$ cat config.mk
export PLATFORM = sky130hd
export DESIGN_NAME = sio_cfg_decode
export DESIGN_NICKNAME = d
export VERILOG_FILES = /design/src/rtl/sio_cfg_pkg.sv /design/src/rtl/sio_cfg_reg.sv /design/src/rtl/sio_win_match.sv /design/src/rtl/sio_port_map.sv /design/src/rtl/sio_cfg_decode.sv
export SDC_FILE = /design/constraint.sdc
export NUM_CORES = 1
export LEC_CHECK = 0
export ABC_AREA = 1
export BUFFER_PORTS_ARGS = -buffer_cell sky130_fd_sc_hd__clkbuf_2
export CAP_MARGIN = 30
export CELL_PAD_IN_SITES_DETAIL_PLACEMENT = 1
export CELL_PAD_IN_SITES_GLOBAL_PLACEMENT = 1
export CORE_MARGIN = 8
export CORE_UTILIZATION = 31
export CTS_BUF_LIST = sky130_fd_sc_hd__clkbuf_8
export CTS_CLUSTER_DIAMETER = 30
export DETAILED_ROUTE_END_ITERATION = 16
export PLACE_DENSITY = 0.87
export SLEW_MARGIN = 5
export SYNTH_ARGS = -nofsm -noshare
export SYNTH_HDL_FRONTEND = slang
export SYNTH_SLANG_ARGS = --single-unit
$ cat constraint.sdc
create_clock -name clk -period 2.03 [get_ports clk]
set_input_delay 0.3045 -clock clk [delete_from_list [all_inputs] [get_ports clk]]
set_output_delay 0.3045 -clock clk [all_outputs]
set_load 0.005 [all_outputs]
$ cat src/rtl/sio_cfg_pkg.sv
package sio_cfg_pkg;
  localparam int IO_AW  = 16;
  localparam int CFG_W  = 8;

  localparam logic [IO_AW-1:0] CFG_PORT  = 16'h03F3;
  localparam logic [IO_AW-1:0] FDC_BASE  = 16'h03F0;
  localparam logic [IO_AW-1:0] IDE_CMD   = 16'h01F0;
  localparam logic [IO_AW-1:0] IDE_CTL   = 16'h03F6;
  localparam logic [IO_AW-1:0] LPT_MONO  = 16'h03BC;
  localparam logic [IO_AW-1:0] LPT_PRI   = 16'h0378;
  localparam logic [IO_AW-1:0] LPT_SEC   = 16'h0278;
  localparam logic [IO_AW-1:0] COM_P1    = 16'h03F8;
  localparam logic [IO_AW-1:0] COM_P2    = 16'h02F8;
  localparam logic [IO_AW-1:0] COM_P3    = 16'h03E8;
  localparam logic [IO_AW-1:0] COM_P4    = 16'h02E8;

  localparam logic [IO_AW-1:0] MASK8 = 16'hFFF8;
  localparam logic [IO_AW-1:0] MASK4 = 16'hFFFC;
  localparam logic [IO_AW-1:0] MASK1 = 16'hFFFF;

  // window indices
  localparam int W_FDC  = 0;
  localparam int W_LPT  = 1;
  localparam int W_UA   = 2;
  localparam int W_UB   = 3;
  localparam int W_IDEC = 4;
  localparam int W_IDEK = 5;
  localparam int NWIN   = 6;

  typedef struct packed {
    logic             en;
    logic [IO_AW-1:0] base;
  } io_win_t;

  typedef struct packed {
    io_win_t a;
    io_win_t b;
  } uart_map_t;

  function automatic uart_map_t uart_layout(input logic [2:0] sel);
    uart_map_t m;
    m = '0;
    unique case (sel)
      3'b001: m.a = '{1'b1, COM_P1};
      3'b010: m.b = '{1'b1, COM_P2};
      3'b011: begin m.a = '{1'b1, COM_P1}; m.b = '{1'b1, COM_P2}; end
      3'b100: begin m.a = '{1'b1, COM_P3}; m.b = '{1'b1, COM_P4}; end
      3'b110: m.b = '{1'b1, COM_P1};
      3'b111: begin m.a = '{1'b1, COM_P2}; m.b = '{1'b1, COM_P1}; end
      default: m = '0;
    endcase
    return m;
  endfunction
endpackage

$ cat src/rtl/sio_cfg_reg.sv
module sio_cfg_reg
  import sio_cfg_pkg::*;
#(
  parameter logic [CFG_W-1:0] RST_VAL = 8'h9D
) (
  input  logic             clk,
  input  logic             rst_n,
  input  logic             wr_en,
  input  logic [CFG_W-1:0] wdata,
  output logic [CFG_W-1:0] cfg_q,
  output logic             rst_sync_n
);
  logic [1:0]       sync_q;
  logic [CFG_W-1:0] cfg_d;

  // reset: asserted asynchronously, released through two flops
  always_ff @(posedge clk or negedge rst_n) begin
    if (!rst_n) sync_q <= 2'b00;
    else        sync_q <= {sync_q[0], 1'b1};
  end
  assign rst_sync_n = sync_q[1];

  always_comb begin
    cfg_d = cfg_q;
    if (wr_en) cfg_d = wdata;
  end

  always_ff @(posedge clk or negedge rst_sync_n) begin
    if (!rst_sync_n) cfg_q <= RST_VAL;
    else             cfg_q <= cfg_d;
  end
endmodule

$ cat src/rtl/sio_win_match.sv
module sio_win_match #(
  parameter int AW = 16
) (
  input  logic [AW-1:0] addr,
  input  logic [AW-1:0] base,
  input  logic [AW-1:0] mask,
  input  logic          en,
  output logic          hit
);
  assign hit = en && (((addr ^ base) & mask) == '0);
endmodule

$ cat src/rtl/sio_port_map.sv
module sio_port_map
  import sio_cfg_pkg::*;
#(
  parameter bit HAS_IDE = 1'b1
) (
  input  logic [CFG_W-1:0] cfg,
  output logic [IO_AW-1:0] win_base [NWIN],
  output logic [IO_AW-1:0] win_mask [NWIN],
  output logic             win_en   [NWIN],
  output logic             lpt_irq_en,
  output logic             ua_irq4,
  output logic             ub_irq4
);
  uart_map_t umap;
  logic      ide_on;

  assign umap = uart_layout(cfg[5:3]);

  generate
    if (HAS_IDE) begin : g_ide
      assign ide_on = cfg[6];
    end else begin : g_no_ide
      assign ide_on = 1'b0;
    end
  endgenerate

  always_comb begin
    win_base[W_FDC]  = FDC_BASE;  win_mask[W_FDC]  = MASK8; win_en[W_FDC]  = cfg[0];
    win_base[W_IDEC] = IDE_CMD;   win_mask[W_IDEC] = MASK8; win_en[W_IDEC] = ide_on;
    win_base[W_IDEK] = IDE_CTL;   win_mask[W_IDEK] = MASK1; win_en[W_IDEK] = ide_on;
    win_base[W_UA]   = umap.a.base; win_mask[W_UA] = MASK8; win_en[W_UA]   = umap.a.en;
    win_base[W_UB]   = umap.b.base; win_mask[W_UB] = MASK8; win_en[W_UB]   = umap.b.en;
    win_en[W_LPT]   = 1'b1;
    win_mask[W_LPT] = MASK8;
    unique case (cfg[2:1])
      2'b01:   begin win_base[W_LPT] = LPT_MONO; win_mask[W_LPT] = MASK4; end
      2'b10:   win_base[W_LPT] = LPT_PRI;
      2'b11:   win_base[W_LPT] = LPT_SEC;
      default: begin win_base[W_LPT] = '0; win_en[W_LPT] = 1'b0; end
    endcase
  end

  assign lpt_irq_en = (cfg[2:1] != 2'b00);
  assign ua_irq4    = umap.a.en && umap.a.base[8];
  assign ub_irq4    = umap.b.en && umap.b.base[8];
endmodule

$ cat src/rtl/sio_cfg_decode.sv
module sio_cfg_decode
  import sio_cfg_pkg::*;
#(
  parameter bit               HAS_IDE = 1'b1,
  parameter logic [CFG_W-1:0] RST_VAL = 8'h9D
) (
  input  logic             clk,
  input  logic             rst_n,
  input  logic [IO_AW-1:0] io_addr,
  input  logic [CFG_W-1:0] io_wdata,
  input  logic             io_wr,
  input  logic             io_rd,
  output logic [CFG_W-1:0] cfg_rdata,
  output logic             cs_cfg,
  output logic             cs_fdc,
  output logic             cs_lpt,
  output logic             cs_uart_a,
  output logic             cs_uart_b,
  output logic             cs_ide,
  output logic             lpt_irq_en,
  output logic             uart_a_irq4,
  output logic             uart_b_irq4
);
  logic [CFG_W-1:0] cfg_q;
  logic             rst_sync_n;
  logic             cfg_wr;
  logic [IO_AW-1:0] win_base [NWIN];
  logic [IO_AW-1:0] win_mask [NWIN];
  logic             win_en   [NWIN];
  logic [NWIN-1:0]  hit;

  assign cs_cfg = (io_addr == CFG_PORT);
  assign cfg_wr = io_wr && cs_cfg;

  sio_cfg_reg #(.RST_VAL(RST_VAL)) u_reg (
    .clk        (clk),
    .rst_n      (rst_n),
    .wr_en      (cfg_wr),
    .wdata      (io_wdata),
    .cfg_q      (cfg_q),
    .rst_sync_n (rst_sync_n)
  );

  sio_port_map #(.HAS_IDE(HAS_IDE)) u_map (
    .cfg        (cfg_q),
    .win_base   (win_base),
    .win_mask   (win_mask),
    .win_en     (win_en),
    .lpt_irq_en (lpt_irq_en),
    .ua_irq4    (uart_a_irq4),
    .ub_irq4    (uart_b_irq4)
  );

  for (genvar w = 0; w < NWIN; w++) begin : g_win
    sio_win_match #(.AW(IO_AW)) u_match (
      .addr (io_addr),
      .base (win_base[w]),
      .mask (win_mask[w]),
      .en   (win_en[w]),
      .hit  (hit[w])
    );
  end

  // config port and IDE control port take precedence inside the floppy range
  assign cs_fdc    = hit[W_FDC] && !cs_cfg && !hit[W_IDEK];
  assign cs_lpt    = hit[W_LPT];
  assign cs_uart_a = hit[W_UA];
  assign cs_uart_b = hit[W_UB];
  assign cs_ide    = hit[W_IDEC] || hit[W_IDEK];
  assign cfg_rdata = (io_rd && cs_cfg) ? cfg_q : '0;


  cfg_store_chk: assert property (@(posedge clk) disable iff (!rst_sync_n)
    (io_wr && io_addr == CFG_PORT) |=> (cfg_q == $past(io_wdata)));

  cfg_hold_chk: assert property (@(posedge clk) disable iff (!rst_sync_n)
    !(io_wr && io_addr == CFG_PORT) |=> $stable(cfg_q));

  cs_onehot_chk: assert property (@(posedge clk) disable iff (!rst_sync_n)
    $onehot0({cs_cfg, cs_fdc, cs_lpt, cs_uart_a, cs_uart_b, cs_ide}));

  cfg_not_fdc_chk: assert property (@(posedge clk) disable iff (!rst_sync_n)
    (io_addr == CFG_PORT) |-> (cs_cfg && !cs_fdc));

  lpt_off_chk: assert property (@(posedge clk) disable iff (!rst_sync_n)
    (cfg_q[2:1] == 2'b00) |-> (!cs_lpt && !lpt_irq_en));

  ide_gate_chk: assert property (@(posedge clk) disable iff (!rst_sync_n)
    (!HAS_IDE || !cfg_q[6]) |-> !cs_ide);

  fdc_gate_chk: assert property (@(posedge clk) disable iff (!rst_sync_n)
    !cfg_q[0] |-> !cs_fdc);
endmodule

# ---- Yosys cells after proc, flatten, opt, wreduce, memory -nomap -nowiden
# Index checks and enable logic that the tools add are counted.
dict set report classes {
  addsub 0
  n_mul 0
  div 0
  magnitude_cmp 0
  eq_ne 10
  shifts 0
  n_mux 6
  bitwise_logic 7
  n_reduce_logical 26
}
# op count
set op_table {}
lappend op_table {{$pmux 17 s3} 2}
lappend op_table {{$logic_not 16->1} 6}
lappend op_table {{$xor 16x16->16} 2}
lappend op_table {{$pmux 10 s3} 1}
lappend op_table {{$and 16x16->16} 1}
lappend op_table {{$eq 16x10->1 const B} 1}
lappend op_table {{$xor 16x10->16} 1}
lappend op_table {{$logic_and 1x1->1} 12}
lappend op_table {{$eq 3x3->1 const B} 3}
lappend op_table {{$mux 8} 1}
lappend op_table {{$not 8->8} 1}
lappend op_table {{$eq 3x2->1 const B} 2}
lappend op_table {{$not 6->6} 1}
lappend op_table {{$reduce_or 2->1} 3}
lappend op_table {{$not 5->5} 1}
lappend op_table {{$eq 2x2->1 const B} 2}
lappend op_table {{$eq 3x1->1 const B} 1}
lappend op_table {{$mux 3} 1}
lappend op_table {{$reduce_or 3->1} 1}
lappend op_table {{$eq 2x1->1 const B} 1}
lappend op_table {{$logic_not 1->1} 2}
lappend op_table {{$reduce_bool 2->1} 1}
lappend op_table {{$logic_or 1x1->1} 1}
lappend op_table {{$mux 1} 1}
dict set report word_totals {
  reg_bits 10
  latch_bits 0
  mem_bits_rw 0
  rom_bits 0
  mem_count 0
}

# ---- Logic depth before layout (Yosys ltp)
dict set report logic_depth {
  depth_word 6
  ltp_mapped 8
}

# ---- Hierarchy
# From an unflattened synthesis, not the netlist that was laid out.
dict set report hier_totals {
  cells_unflattened 814
  area_unflattened_um2 4289.1
}
# module n_inst cells_per_inst area_each_um2 seq_area_each_um2
set by_module_without_submodules {}
lappend by_module_without_submodules {sio_win_match 6 86 357.8 0.0}
lappend by_module_without_submodules {sio_port_map 1 217 1580.3 0.0}
lappend by_module_without_submodules {sio_cfg_reg 1 37 365.4 256.5}
lappend by_module_without_submodules {sio_cfg_decode 1 44 196.4 0.0}

# ---- Least setup slack after synthesis
# No wires, ideal clock.
dict set report synth_timing {
  kind {flip-flop to output port}
  start {register u_reg.cfg_q[2]}
  end {output cs_lpt}
  arrival_time_ns 1.372
  required_ns 1.725
  slack_ns 0.353
  path_stages_with_launch 9
  n_path_buf 0
  cell_sequence {dfstp_2 inv_1 ha_1 ha_1 nor2_1 nand3_1 nor2_1 nand3_1 nor2_1}
}
dict set report synth_via {
  elab_chain_cells 6
  word_cells_on_any_way 11
  classes_between {3 x eq/ne; 3 x mux; 2 x bitwise; 3 x reduce/logical}
}
# item line
set synth_rtl {}
lappend synth_rtl {{start: declaration} sio_cfg_reg.sv:10} ;# output logic [CFG_W-1:0] cfg_q,
lappend synth_rtl {{start signal: assignment} sio_cfg_reg.sv:30} ;# else cfg_q <= cfg_d;
lappend synth_rtl {{$eq 2x2->1 or $eq 2x1->1 (tied branches)} sio_port_map.sv:35} ;# unique case (cfg[2:1])
lappend synth_rtl {{$pmux 10 s3} sio_port_map.sv:35}
lappend synth_rtl {{$xor 16x10->16} sio_win_match.sv:10} ;# assign hit = en && (((addr ^ base) & mask) == '0);
lappend synth_rtl {{$and 16x16->16} sio_win_match.sv:10}
lappend synth_rtl {{$logic_not 16->1} sio_win_match.sv:10}
lappend synth_rtl {{$logic_and 1x1->1 *} sio_win_match.sv:10}
lappend synth_rtl {{end: declaration} sio_cfg_decode.sv:16} ;# output logic cs_lpt,
# Every way passes the cells marked *; elsewhere a longest branch is shown, timed or not.

# ---- Final worst setup path
# Ends and elaborated chain as after synthesis.

==> metrics.txt <==
share of cells above drive strength 1=35.7%; DRC=0; Initial DRC Count=26; Final Non-Filler Cells=~230; DP HPWL=about 2700 um; most frequent cells in the layout=clkbuf_2, nand2_1, nor2_1; DRT Pass-1 Iters=4; ANT cells=0; ratio of final minimum period to clock period=100%; final instance area=roughly 0.0013 mm2; flops & latches, synth=10; synth unique cells=19; failing checks=setup timing; GRT Residual Overflow=0; Max VDD drop=a little under 0.0004 V; Post-DP Area=approximately 0.0012 mm2; Reg area=between 200 and 300 um2; PortBufs=44; initial core utilization=31.7%; Ys Warns=0; Max FO, Critical Path=3; Layout area overhead=41.1%; worst min path class=flop to async pin; CTS Root Cell=clkbuf_8; f_max=~490 MHz; crit path DAT=roughly 1.7 ns; Post-Synthesis Net Count=approximately 180; Reg clk slew, reported paths=0.05 ns; Critical Path RT=about 1.7 ns; core area=0.00298 mm2; Critical path buffers and inverters=2; Total Power=about 0.53 mW; worst slack at placement=~0.11 ns; Max clock buf depth=2; Sink Count=10; placed cells=~220; post-DR wirelength/cell=between 10 and 15 um; Max Clock Skew=0.00595 ns; Top delay family on crit path=flip-flops; CTS tree=done; ordered cell list for the critical path=inv_4 -> ha_1 -> nand2_1 -> nand2_1 -> nor2_1 -> nand3_1 -> nor2_1 -> buf_2; number of global-route vias before repair=approximately 1.2k; initial antenna violation count=0; Multi-input gate area=between 600 and 700 um2; TNS Setup=-0.00796 ns; row count=20; commonest non-fill, non-tap cell in the layout=clkbuf_2; H-Tree Depth=1; Synth Instances=~150; Largest stage delay, worst path=~0.55 ns; TritonCTS Buffers=3; Die X=between 70 and 80 um; vias after detailed routing=roughly 1.1k; first-pass GRT wire length=about 5400 um; Final Hold Vio Count=0; Die Area=a little over 0.005 mm2; Vias per Instance=roughly 4.8; Setup Viol. Count Final=1; crit path kind=flop to output pin; Detail Route Antenna Nets=0; CP Capture Type=output pin; Layout Nets=between 200 and 250; Leakage=0.697 nW; Final Max Slew Viols=0; run status=finished with violations; CP Launch Type=flop; FILL cells=419; DRT Wirelength=~3200 um; GP Congestion=~0.9; Mean Syn Cell Area=between 6 and 7 um2; Slowest-stage cell, CP=dfstp_2; Skew-Pair Late Insertion Delay=0.24 ns; Max Cap Violations=0; num ports=45; largest net degree at the start of global routing=10; Tmin final=around 2.0 ns; synthesized area=943 um2; Die H=71.2 um; Power Density=400 mW/mm2; RSZ-0062 raised after global routing=yes; Overall Global Routing Usage=about an eighth; final worst slack=-0.00796 ns; sequential area share after synthesis=about 27%
-- per-stage QoR --
stage	hold WS, ns	utilization (%)
after global routing	0.166	44.7
final	0.124	44.7
after global placement	0.0928	40.2
after CTS	0.140	44.1
after detailed placement	0.0947	40.2
after floorplan	0.00891	-
-- sequential cells by signal, indices dropped and copies added (netlist names) --
register      count
u_reg.cfg_q       8
u_reg.sync_q      2
-- logic make-up after synthesis --
kind of cell	after synthesis	share of synthesized area [%]
DFF	10	27.2
buffers and inverters	25	10.7
and+or+nand+nor	101	50.1
other	1	0.397
AOI/OAI and AO/OA	4	2.65
adders and majority gates	6	7.96
xor gates and xnor gates	1	0.929
-- final cells by class --
cell class                 instances  share of cell area (%)
clock buffer                       4                    4.14
inverter                          23                    6.67
multi-input combinational        113                    47.2
sequential                        10                    19.4
tap                               33                    3.10
timing repair buffer              49                    19.5
-- power by group --
part	switching (mW)	total, mW	leakage (nW)	internal (mW)
combinational	0.0399	0.0688	0.553	0.0289
sequential	0.00328	0.206	0.115	0.202
clock	0.0865	0.258	0.0288	0.171
-- worst paths after layout --
path	from	end	slack, ns	cells after the start
setup / recovery	u_reg.cfg_q[2]	cs_lpt	-0.008	8
hold / removal	u_reg.sync_q[1]	u_reg.cfg_q[6]	0.12	0
setup reg to reg	u_reg.cfg_q[2]	u_reg.cfg_q[2]	1.19	3
hold reg to reg	u_reg.sync_q[1]	u_reg.cfg_q[6]	0.12	0
max in group asynchronous	rst_n	u_reg.sync_q[1]	1.55	2
min in group clk	io_wdata[2]	u_reg.cfg_q[2]	0.27	3
-- metal layers --
| layer | up-vias | part of all wire [%] | wire, um | GRT usage (%) |
|---|---|---|---|---|
| met4 | 0 | 3.5 | 115 | 7.39 |
| met3 | 11 | 5.8 | 187 | 2.82 |
| li1 | 564 | - | - | - |
| met2 | 35 | 48 | 1570 | 22.1 |
| met1 | 506 | 42 | 1370 | 14.4 |
| met5 | - | 0 | 0 | 0 |
-- Yosys cell counts --
cell type	number	area share [%]
nand3_1	10	5.3
nand3b_1	1	0.80
o21bai_1	1	0.80
buf_6	1	1.2
dfrtp_1	5	13
nand2_1	42	17
inv_1	23	9.2
clkbuf_1	1	0.40
xor2_1	1	0.93
nor2_2	2	1.3
dfstp_2	5	14
o211ai_1	1	0.80
nand3_4	2	3.7
o21ai_0	2	1.1
ha_1	6	8.0
conb_1	1	0.40
nand4_1	12	8.0
nor2_4	2	2.4
nor2_1	30	12
-- what timing repair did --
action | 4_1_cts | 5_1_grt
setup endpoints to repair | 1 | 1
setup buffers | 3 | 0
hold buffers | 1 | 0
endpoints found under the hold margin | 2 | 0
resized for setup | 6 | 7
pin swaps | 3 | 3
No activity file was read; power rests on OpenSTA's default activity.
